**src/rtl/pdm_rx_pkg.sv**
```systemverilog
package pdm_rx_pkg;

  typedef struct packed {
    logic valid;
    logic data;
  } pdm_beat_t;

  localparam int unsigned PDM_CHANNELS = 2;

  function automatic int unsigned max_u(input int unsigned a, input int unsigned b);
    return (a > b) ? a : b;
  endfunction

endpackage

```
**src/rtl/pdm_sync.sv**
```systemverilog
module pdm_sync #(
  parameter int unsigned WIDTH  = 2,
  parameter int unsigned STAGES = 2
) (
  input  logic             clk,
  input  logic             rst_n,
  input  logic [WIDTH-1:0] async_i,
  output logic [WIDTH-1:0] sync_o
);

  logic [WIDTH-1:0] stage_q [STAGES];

  for (genvar s = 0; s < STAGES; s++) begin : g_stage
    always_ff @(posedge clk or negedge rst_n) begin
      if (!rst_n) begin
        stage_q[s] <= '0;
      end else if (s == 0) begin
        stage_q[s] <= async_i;
      end else begin
        stage_q[s] <= stage_q[(s == 0) ? 0 : s-1];
      end
    end
  end

  assign sync_o = stage_q[STAGES-1];

endmodule

```
**src/rtl/pdm_clk_gen.sv**
```systemverilog
module pdm_clk_gen
  import pdm_rx_pkg::*;
#(
  parameter int unsigned HALF_SLOW = 4,
  parameter int unsigned HALF_FAST = 2
) (
  input  logic clk,
  input  logic rst_n,
  input  logic run_en,
  input  logic rate_fast,
  output logic clk_q
);

  localparam int unsigned HMAX = max_u(HALF_SLOW, HALF_FAST);
  localparam int unsigned CW   = $clog2(HMAX) + 1;

  logic [CW-1:0] cnt_q;
  logic [CW-1:0] half_m1;

  assign half_m1 = rate_fast ? CW'(HALF_FAST - 1) : CW'(HALF_SLOW - 1);

  // Idle only when low: a high phase always completes before stopping.
  always_ff @(posedge clk or negedge rst_n) begin
    if (!rst_n) begin
      cnt_q <= '0;
      clk_q <= 1'b0;
    end else if (!run_en && !clk_q) begin
      cnt_q <= '0;
    end else if (cnt_q >= half_m1) begin
      cnt_q <= '0;
      clk_q <= ~clk_q;
    end else begin
      cnt_q <= cnt_q + 1'b1;
    end
  end

  // Checker state: measure each high phase independently of the divider.
  logic          q_d;
  logic [CW-1:0] hi_len;
  logic          rate_ref;
  logic          rate_ok;

  always_ff @(posedge clk or negedge rst_n) begin
    if (!rst_n) begin
      q_d      <= 1'b0;
      hi_len   <= '0;
      rate_ref <= 1'b0;
      rate_ok  <= 1'b0;
    end else begin
      q_d <= clk_q;
      if (clk_q && !q_d) begin
        hi_len   <= CW'(1);
        rate_ref <= rate_fast;
        rate_ok  <= 1'b1;
      end else if (clk_q) begin
        hi_len <= hi_len + 1'b1;
        if (rate_fast != rate_ref) rate_ok <= 1'b0;
      end
    end
  end

  // every high phase has the full half-period length.
  assert_half_period_R5: assert property (@(posedge clk) disable iff (!rst_n)
    (!clk_q && q_d && rate_ok) |->
      (hi_len == (rate_ref ? CW'(HALF_FAST) : CW'(HALF_SLOW))));

  // once gated and low, the clock stays low.
  assert_gated_low_R8: assert property (@(posedge clk) disable iff (!rst_n)
    (!run_en && !clk_q) |=> !clk_q);

endmodule

```
**src/rtl/pdm_edge_split.sv**
```systemverilog
module pdm_edge_split
  import pdm_rx_pkg::*;
#(
  parameter int unsigned NCH = PDM_CHANNELS
) (
  input  logic                 clk,
  input  logic                 rst_n,
  input  logic                 clk_s,
  input  logic                 data_s,
  input  logic                 swap,
  input  logic [NCH-1:0]       ch_en,
  output pdm_beat_t [NCH-1:0]  beat_o
);

  logic clk_prev;
  logic rise_evt;
  logic fall_evt;

  always_ff @(posedge clk or negedge rst_n) begin
    if (!rst_n) clk_prev <= 1'b0;
    else        clk_prev <= clk_s;
  end

  assign rise_evt = clk_s & ~clk_prev;
  assign fall_evt = ~clk_s & clk_prev;

  for (genvar i = 0; i < NCH; i++) begin : g_ch
    logic on_rise;
    logic evt;
    pdm_beat_t beat_q;

    assign on_rise = (1'(i == 0)) ^ swap;
    assign evt     = on_rise ? rise_evt : fall_evt;

    // Capture one cycle after the edge is detected.
    always_ff @(posedge clk or negedge rst_n) begin
      if (!rst_n) begin
        beat_q <= '0;
      end else begin
        beat_q.valid <= evt & ch_en[i];
        if (evt) beat_q.data <= data_s;
      end
    end

    assign beat_o[i] = beat_q;

    // a beat strobe lasts exactly one cycle.
    assert_strobe_single_R11: assert property (@(posedge clk) disable iff (!rst_n)
      beat_q.valid |=> !beat_q.valid);

    // a disabled channel stays silent.
    assert_disabled_quiet_R10: assert property (@(posedge clk) disable iff (!rst_n)
      !ch_en[i] |=> !beat_q.valid);
  end

endmodule

```
**src/rtl/pdm_ddr_rx.sv**
```systemverilog
module pdm_ddr_rx
  import pdm_rx_pkg::*;
#(
  parameter int unsigned HALF_SLOW   = 4,
  parameter int unsigned HALF_FAST   = 2,
  parameter int unsigned SYNC_STAGES = 2
) (
  input  logic       clk,
  input  logic       rst_n,
  input  logic       cfg_clk_master,
  input  logic       cfg_edge_swap,
  input  logic       cfg_clk_run,
  input  logic       cfg_rate_fast,
  input  logic [1:0] cfg_ch_en,
  input  logic       pdm_clk_in,
  output logic       pdm_clk_out,
  output logic       pdm_clk_oe,
  input  logic       pdm_data,
  output logic       ch0_valid,
  output logic       ch0_data,
  output logic       ch1_valid,
  output logic       ch1_data
);

  logic gen_q;
  logic edge_src;
  logic [1:0] sync_out;
  pdm_beat_t [PDM_CHANNELS-1:0] beats;

  pdm_clk_gen #(
    .HALF_SLOW (HALF_SLOW),
    .HALF_FAST (HALF_FAST)
  ) u_clk_gen (
    .clk       (clk),
    .rst_n     (rst_n),
    .run_en    (cfg_clk_master & cfg_clk_run),
    .rate_fast (cfg_rate_fast),
    .clk_q     (gen_q)
  );

  // The driven clock takes the same synchronizer path as the data line.
  assign edge_src = cfg_clk_master ? gen_q : pdm_clk_in;

  pdm_sync #(
    .WIDTH  (2),
    .STAGES (SYNC_STAGES)
  ) u_sync (
    .clk     (clk),
    .rst_n   (rst_n),
    .async_i ({pdm_data, edge_src}),
    .sync_o  (sync_out)
  );

  pdm_edge_split #(
    .NCH (PDM_CHANNELS)
  ) u_split (
    .clk    (clk),
    .rst_n  (rst_n),
    .clk_s  (sync_out[0]),
    .data_s (sync_out[1]),
    .swap   (cfg_edge_swap),
    .ch_en  (cfg_ch_en),
    .beat_o (beats)
  );

  assign pdm_clk_out = cfg_clk_master & gen_q;
  assign pdm_clk_oe  = cfg_clk_master;
  assign ch0_valid   = beats[0].valid;
  assign ch0_data    = beats[0].data;
  assign ch1_valid   = beats[1].valid;
  assign ch1_data    = beats[1].data;

endmodule

```
**config.mk**
```make
export PLATFORM = sky130hd
export DESIGN_NAME = pdm_ddr_rx
export DESIGN_NICKNAME = d
export VERILOG_FILES = /design/src/rtl/pdm_rx_pkg.sv /design/src/rtl/pdm_sync.sv /design/src/rtl/pdm_clk_gen.sv /design/src/rtl/pdm_edge_split.sv /design/src/rtl/pdm_ddr_rx.sv
export SDC_FILE = /design/constraint.sdc
export NUM_CORES = 1
export LEC_CHECK = 0
export ABC_CLOCK_PERIOD_IN_PS = 1500
export BUFFER_PORTS_ARGS = -buffer_cell sky130_fd_sc_hd__buf_2
export CORE_AREA = 2 2 39 41
export DETAILED_ROUTE_END_ITERATION = 6
export DIE_AREA = 0 0 41 43
export PLACE_DENSITY = 0.7
export SYNTH_ARGS = -nofsm -noshare
export SYNTH_HDL_FRONTEND = slang
export SYNTH_SLANG_ARGS = --single-unit
```
**constraint.sdc**
```tcl
create_clock -name clk -period 1.5 [get_ports clk]
set_input_delay 0.225 -clock clk [delete_from_list [all_inputs] [get_ports clk]]
set_output_delay 0.225 -clock clk [all_outputs]
set_load 0.005 [all_outputs]
```
==> metrics.cfg <==
[routing]
residual_antenna_violating_net_count_after_detailed_routing = 0
drtPass1Iterations = 2
route.detailed.vias_per_inst = 5.02
wl_per_cell_um = 10.6
remaining_drc_errors = 0
dr.first_iter.drc_count = 4
routed-via-count = 427
postRouteWirelength_um = 902

[power]
power_frac_clock_pct = 20.7
power.share.switching_pct = 30.4
design_power_total_uw = 1000
share_comb_of_total_power_pct = 25.8
static_leakage_uw = 0.000340
p_per_area_mw_per_mm2 = 1440
internal_power_uw = 697
seqPwrFrac_pct = 53.4
switching_power_uw = 305
vdd_ir_drop_max_mv = 0.760

[sta]
totalNegativeSetupSlack_ps = 0
timing.max_slew.rel_slack_pct = 78.6
rsz0062_at_grt = no
finalWorstPathRequiredPeriod_ps = 1300
hold_violations = 0
finalClockSkew_ps = 2.72
final.period_utilization_pct = 86.7
setup_violations_final = 0
fmax_mhz = 769
slew_viol_final = 0
max_slew.worst_pin.slew_ps = 320

[clock_network]
cts_clk_pin_slew_worst_paths_ps = 80
clk-insertion-delay-late_ps = 270
cts_root_buffer = sky130_fd_sc_hd__clkbuf_4
level_count_of_the_clock_h_tree = 1
number_of_clock_sinks = 13
post_cts.resized_instances = 0
clock_path_buffers = 2
cts_bufs_inserted = 3
cts_tree = built

[grt]
number_of_global_route_vias_before_repair = 389
grt_max_degree = 14
antenna_found_initial = 0
grt_usage_pct = 13.6
grt_pass1_wl_um = 1540
grt.overflow.total = 0

[hold_path]
timing.hold.worst.class = in -> reg
cell_count_of_the_worst_hold_path = 1
worstHoldEndpoint = u_sync.stage_q[3]
holdCritStartpoint = pdm_data

[logic_synthesis]
synth.yosys.warnings = 0
synthCells = 52
synthesis.area_per_instance_um2 = 11.5
netlist_top_cells_area = sky130_fd_sc_hd__dfrtp_1 55%, sky130_fd_sc_hd__ha_1 4.2%, sky130_fd_sc_hd__nor2b_1 4.2%
synth.lib_cells_used.distinct = 25
synthesis.nets = 64
post-synth-top-area-cell = sky130_fd_sc_hd__dfrtp_1
seq_area_frac_synth_pct = 54.6
mappedNetlistArea_um2 = 596
synthDominantCellAreaShare_pct = 54.6
number_of_flip_flops_and_latches_in_the_synthesized_netlist = 13

[final_layout]
post_layout_nonfiller_instances = 85
ff_latch_area_um2 = 325
area_growth_pct = 17.0
fin_nets = 82
commonest_non_fill_non_tap_cells_in_the_layout = 15 x sky130_fd_sc_hd__buf_2, 13 x sky130_fd_sc_hd__dfrtp_1, 4 x sky130_fd_sc_hd__nor2b_1
area_of_all_placed_cells_without_fillers_um2 = 697
layout_commonest_cell = sky130_fd_sc_hd__buf_2
antenna-diode-count = 0
fillerInstances = 129
multi_input_combinational_cell_area_um2 = 240
drive_gt1_share_pct = 29.0

[floorplanning]
pin_count = 16
floorplan.die.height_um = 43
initial_core_util_pct = 43.0
floorplan.rows = 14
chipWidth_um = 41
core_mm2 = 0.00138
die-area_mm2 = 0.00176

[place]
port-buffer-count = 15
dp.final_hpwl_um = 655
placed_cells_incl_taps = 80
place.gp.congestion = 0.610
postPlaceCellArea_um2 = 661

[critical_path]
setup.worst_path.class = reg -> reg
crit_path_max_fo = 3
regToRegEndpoint = u_clk_gen.cnt_q[2]
worst_r2r_path_cells = 4
worstSetupStartpointType = flop
worstPathArrival_ps = 1510
required_ps = 1710
critical_path.endpoint_type = flop
regToRegSetupSlack_ps = 200
worst_reg2reg_startpoint = u_clk_gen.cnt_q[1]

[status]
outcome = complete, no violations

[run]
max_cap_violations = 0

per-layer routing:
layer	track usage (%)	share of wire, %	vias to the layer above	wire (um)
met5	0	0	-	0
met4	10.0	3.1	0	28
met3	3.14	4.5	4	41
met2	19.4	47	11	428
met1	17.1	45	194	404
li1	-	-	218	-
per-stage QoR:
step / hold WS, ps / util [%] / worst slack, ps
2_1_floorplan: -70.6 / - / 279
3_3_place_gp: 120 / 47.7 / 251
3_5_place_dp: 119 / 47.7 / 215
4_1_cts: 53.7 / 50.4 / 197
5_1_grt: 41.2 / 50.4 / 114
6_report: 58.7 / 50.4 / 199
power by group through the flow:
stage               combinational [uW]  clock (uW)  sequential [uW]
floorplan                          210           0              514
global route                       303         240              552
global placement                   258           0              537
CTS                                264         217              537
finish                             259         208              535
detailed placement                 261           0              544
cells by family after synthesis:
family | after synthesis | synth area share, %
compound gates | 9 | 9.87
fa+ha+maj | 2 | 4.20
buf+inv | 3 | 5.04
flops | 13 | 54.6
mux | 2 | 3.57
simple gates | 23 | 22.7
worst max-delay path, stage by stage (launching register included):
cell and delay (ps):
sky130_fd_sc_hd__dfrtp_1 390, sky130_fd_sc_hd__ha_1 280, sky130_fd_sc_hd__a211o_1 330, sky130_fd_sc_hd__nor2_1 130, sky130_fd_sc_hd__and2_1 130
cell usage after synthesis:
master and n:
sky130_fd_sc_hd__nor4_1 1, sky130_fd_sc_hd__nor3b_1 1, sky130_fd_sc_hd__ha_1 2, sky130_fd_sc_hd__nor2_1 3, sky130_fd_sc_hd__dfrtp_1 13, sky130_fd_sc_hd__o21ai_0 2, sky130_fd_sc_hd__mux2_2 1, sky130_fd_sc_hd__nand3b_1 1
sky130_fd_sc_hd__nor3b_2 1, sky130_fd_sc_hd__nand3_1 2, sky130_fd_sc_hd__nor3_1 2, sky130_fd_sc_hd__and2_1 3, sky130_fd_sc_hd__o311a_1 1, sky130_fd_sc_hd__o21a_1 1, sky130_fd_sc_hd__buf_6 2, sky130_fd_sc_hd__nand2b_1 2
sky130_fd_sc_hd__buf_4 1, sky130_fd_sc_hd__o21ai_1 2, sky130_fd_sc_hd__a211o_1 1, sky130_fd_sc_hd__nor2b_1 4, sky130_fd_sc_hd__nand2_1 2, sky130_fd_sc_hd__a21boi_1 1, sky130_fd_sc_hd__and3_1 1, sky130_fd_sc_hd__a21oi_1 1
sky130_fd_sc_hd__mux2i_1 1
worst max path at each step:
| stage | start | endpoint | slack, ps | cells past startpoint |
|---|---|---|---|---|
| 2_1_floorplan | u_clk_gen.cnt_q[1] | u_clk_gen.cnt_q[1] | 280 | 4 |
| 3_3_place_gp | u_clk_gen.cnt_q[1] | u_clk_gen.cnt_q[2] | 250 | 4 |
| 3_5_place_dp | u_clk_gen.cnt_q[1] | u_clk_gen.cnt_q[1] | 210 | 4 |
| 4_1_cts | u_clk_gen.cnt_q[1] | u_clk_gen.cnt_q[1] | 200 | 4 |
| 5_1_grt | u_clk_gen.cnt_q[1] | u_clk_gen.cnt_q[2] | 110 | 4 |
| 6_report | u_clk_gen.cnt_q[1] | u_clk_gen.cnt_q[2] | 200 | 4 |
layout make-up:
type,instances,share of cell area [%]
clock buffers,4,3.77
multi-input cells,36,34.5
flip-flops and latches,13,46.7
well taps,16,2.87
repair buffers,16,12.2
timing repair:
item                      in CTS  in global routing
hold endpoints to repair      13                  0
setup buffers                  0                  0
hold buffers                   1                  0
state kept, by name, indices dropped and copies added, names as in the netlist:
signal and count:
u_clk_gen.clk_q 1, u_sync.stage_q 2, u_split.beat_o 4, u_sync.sync_o 2, u_clk_gen.cnt_q 3, u_split.clk_prev 1
Note: power is estimated with default switching activity, not from simulation.
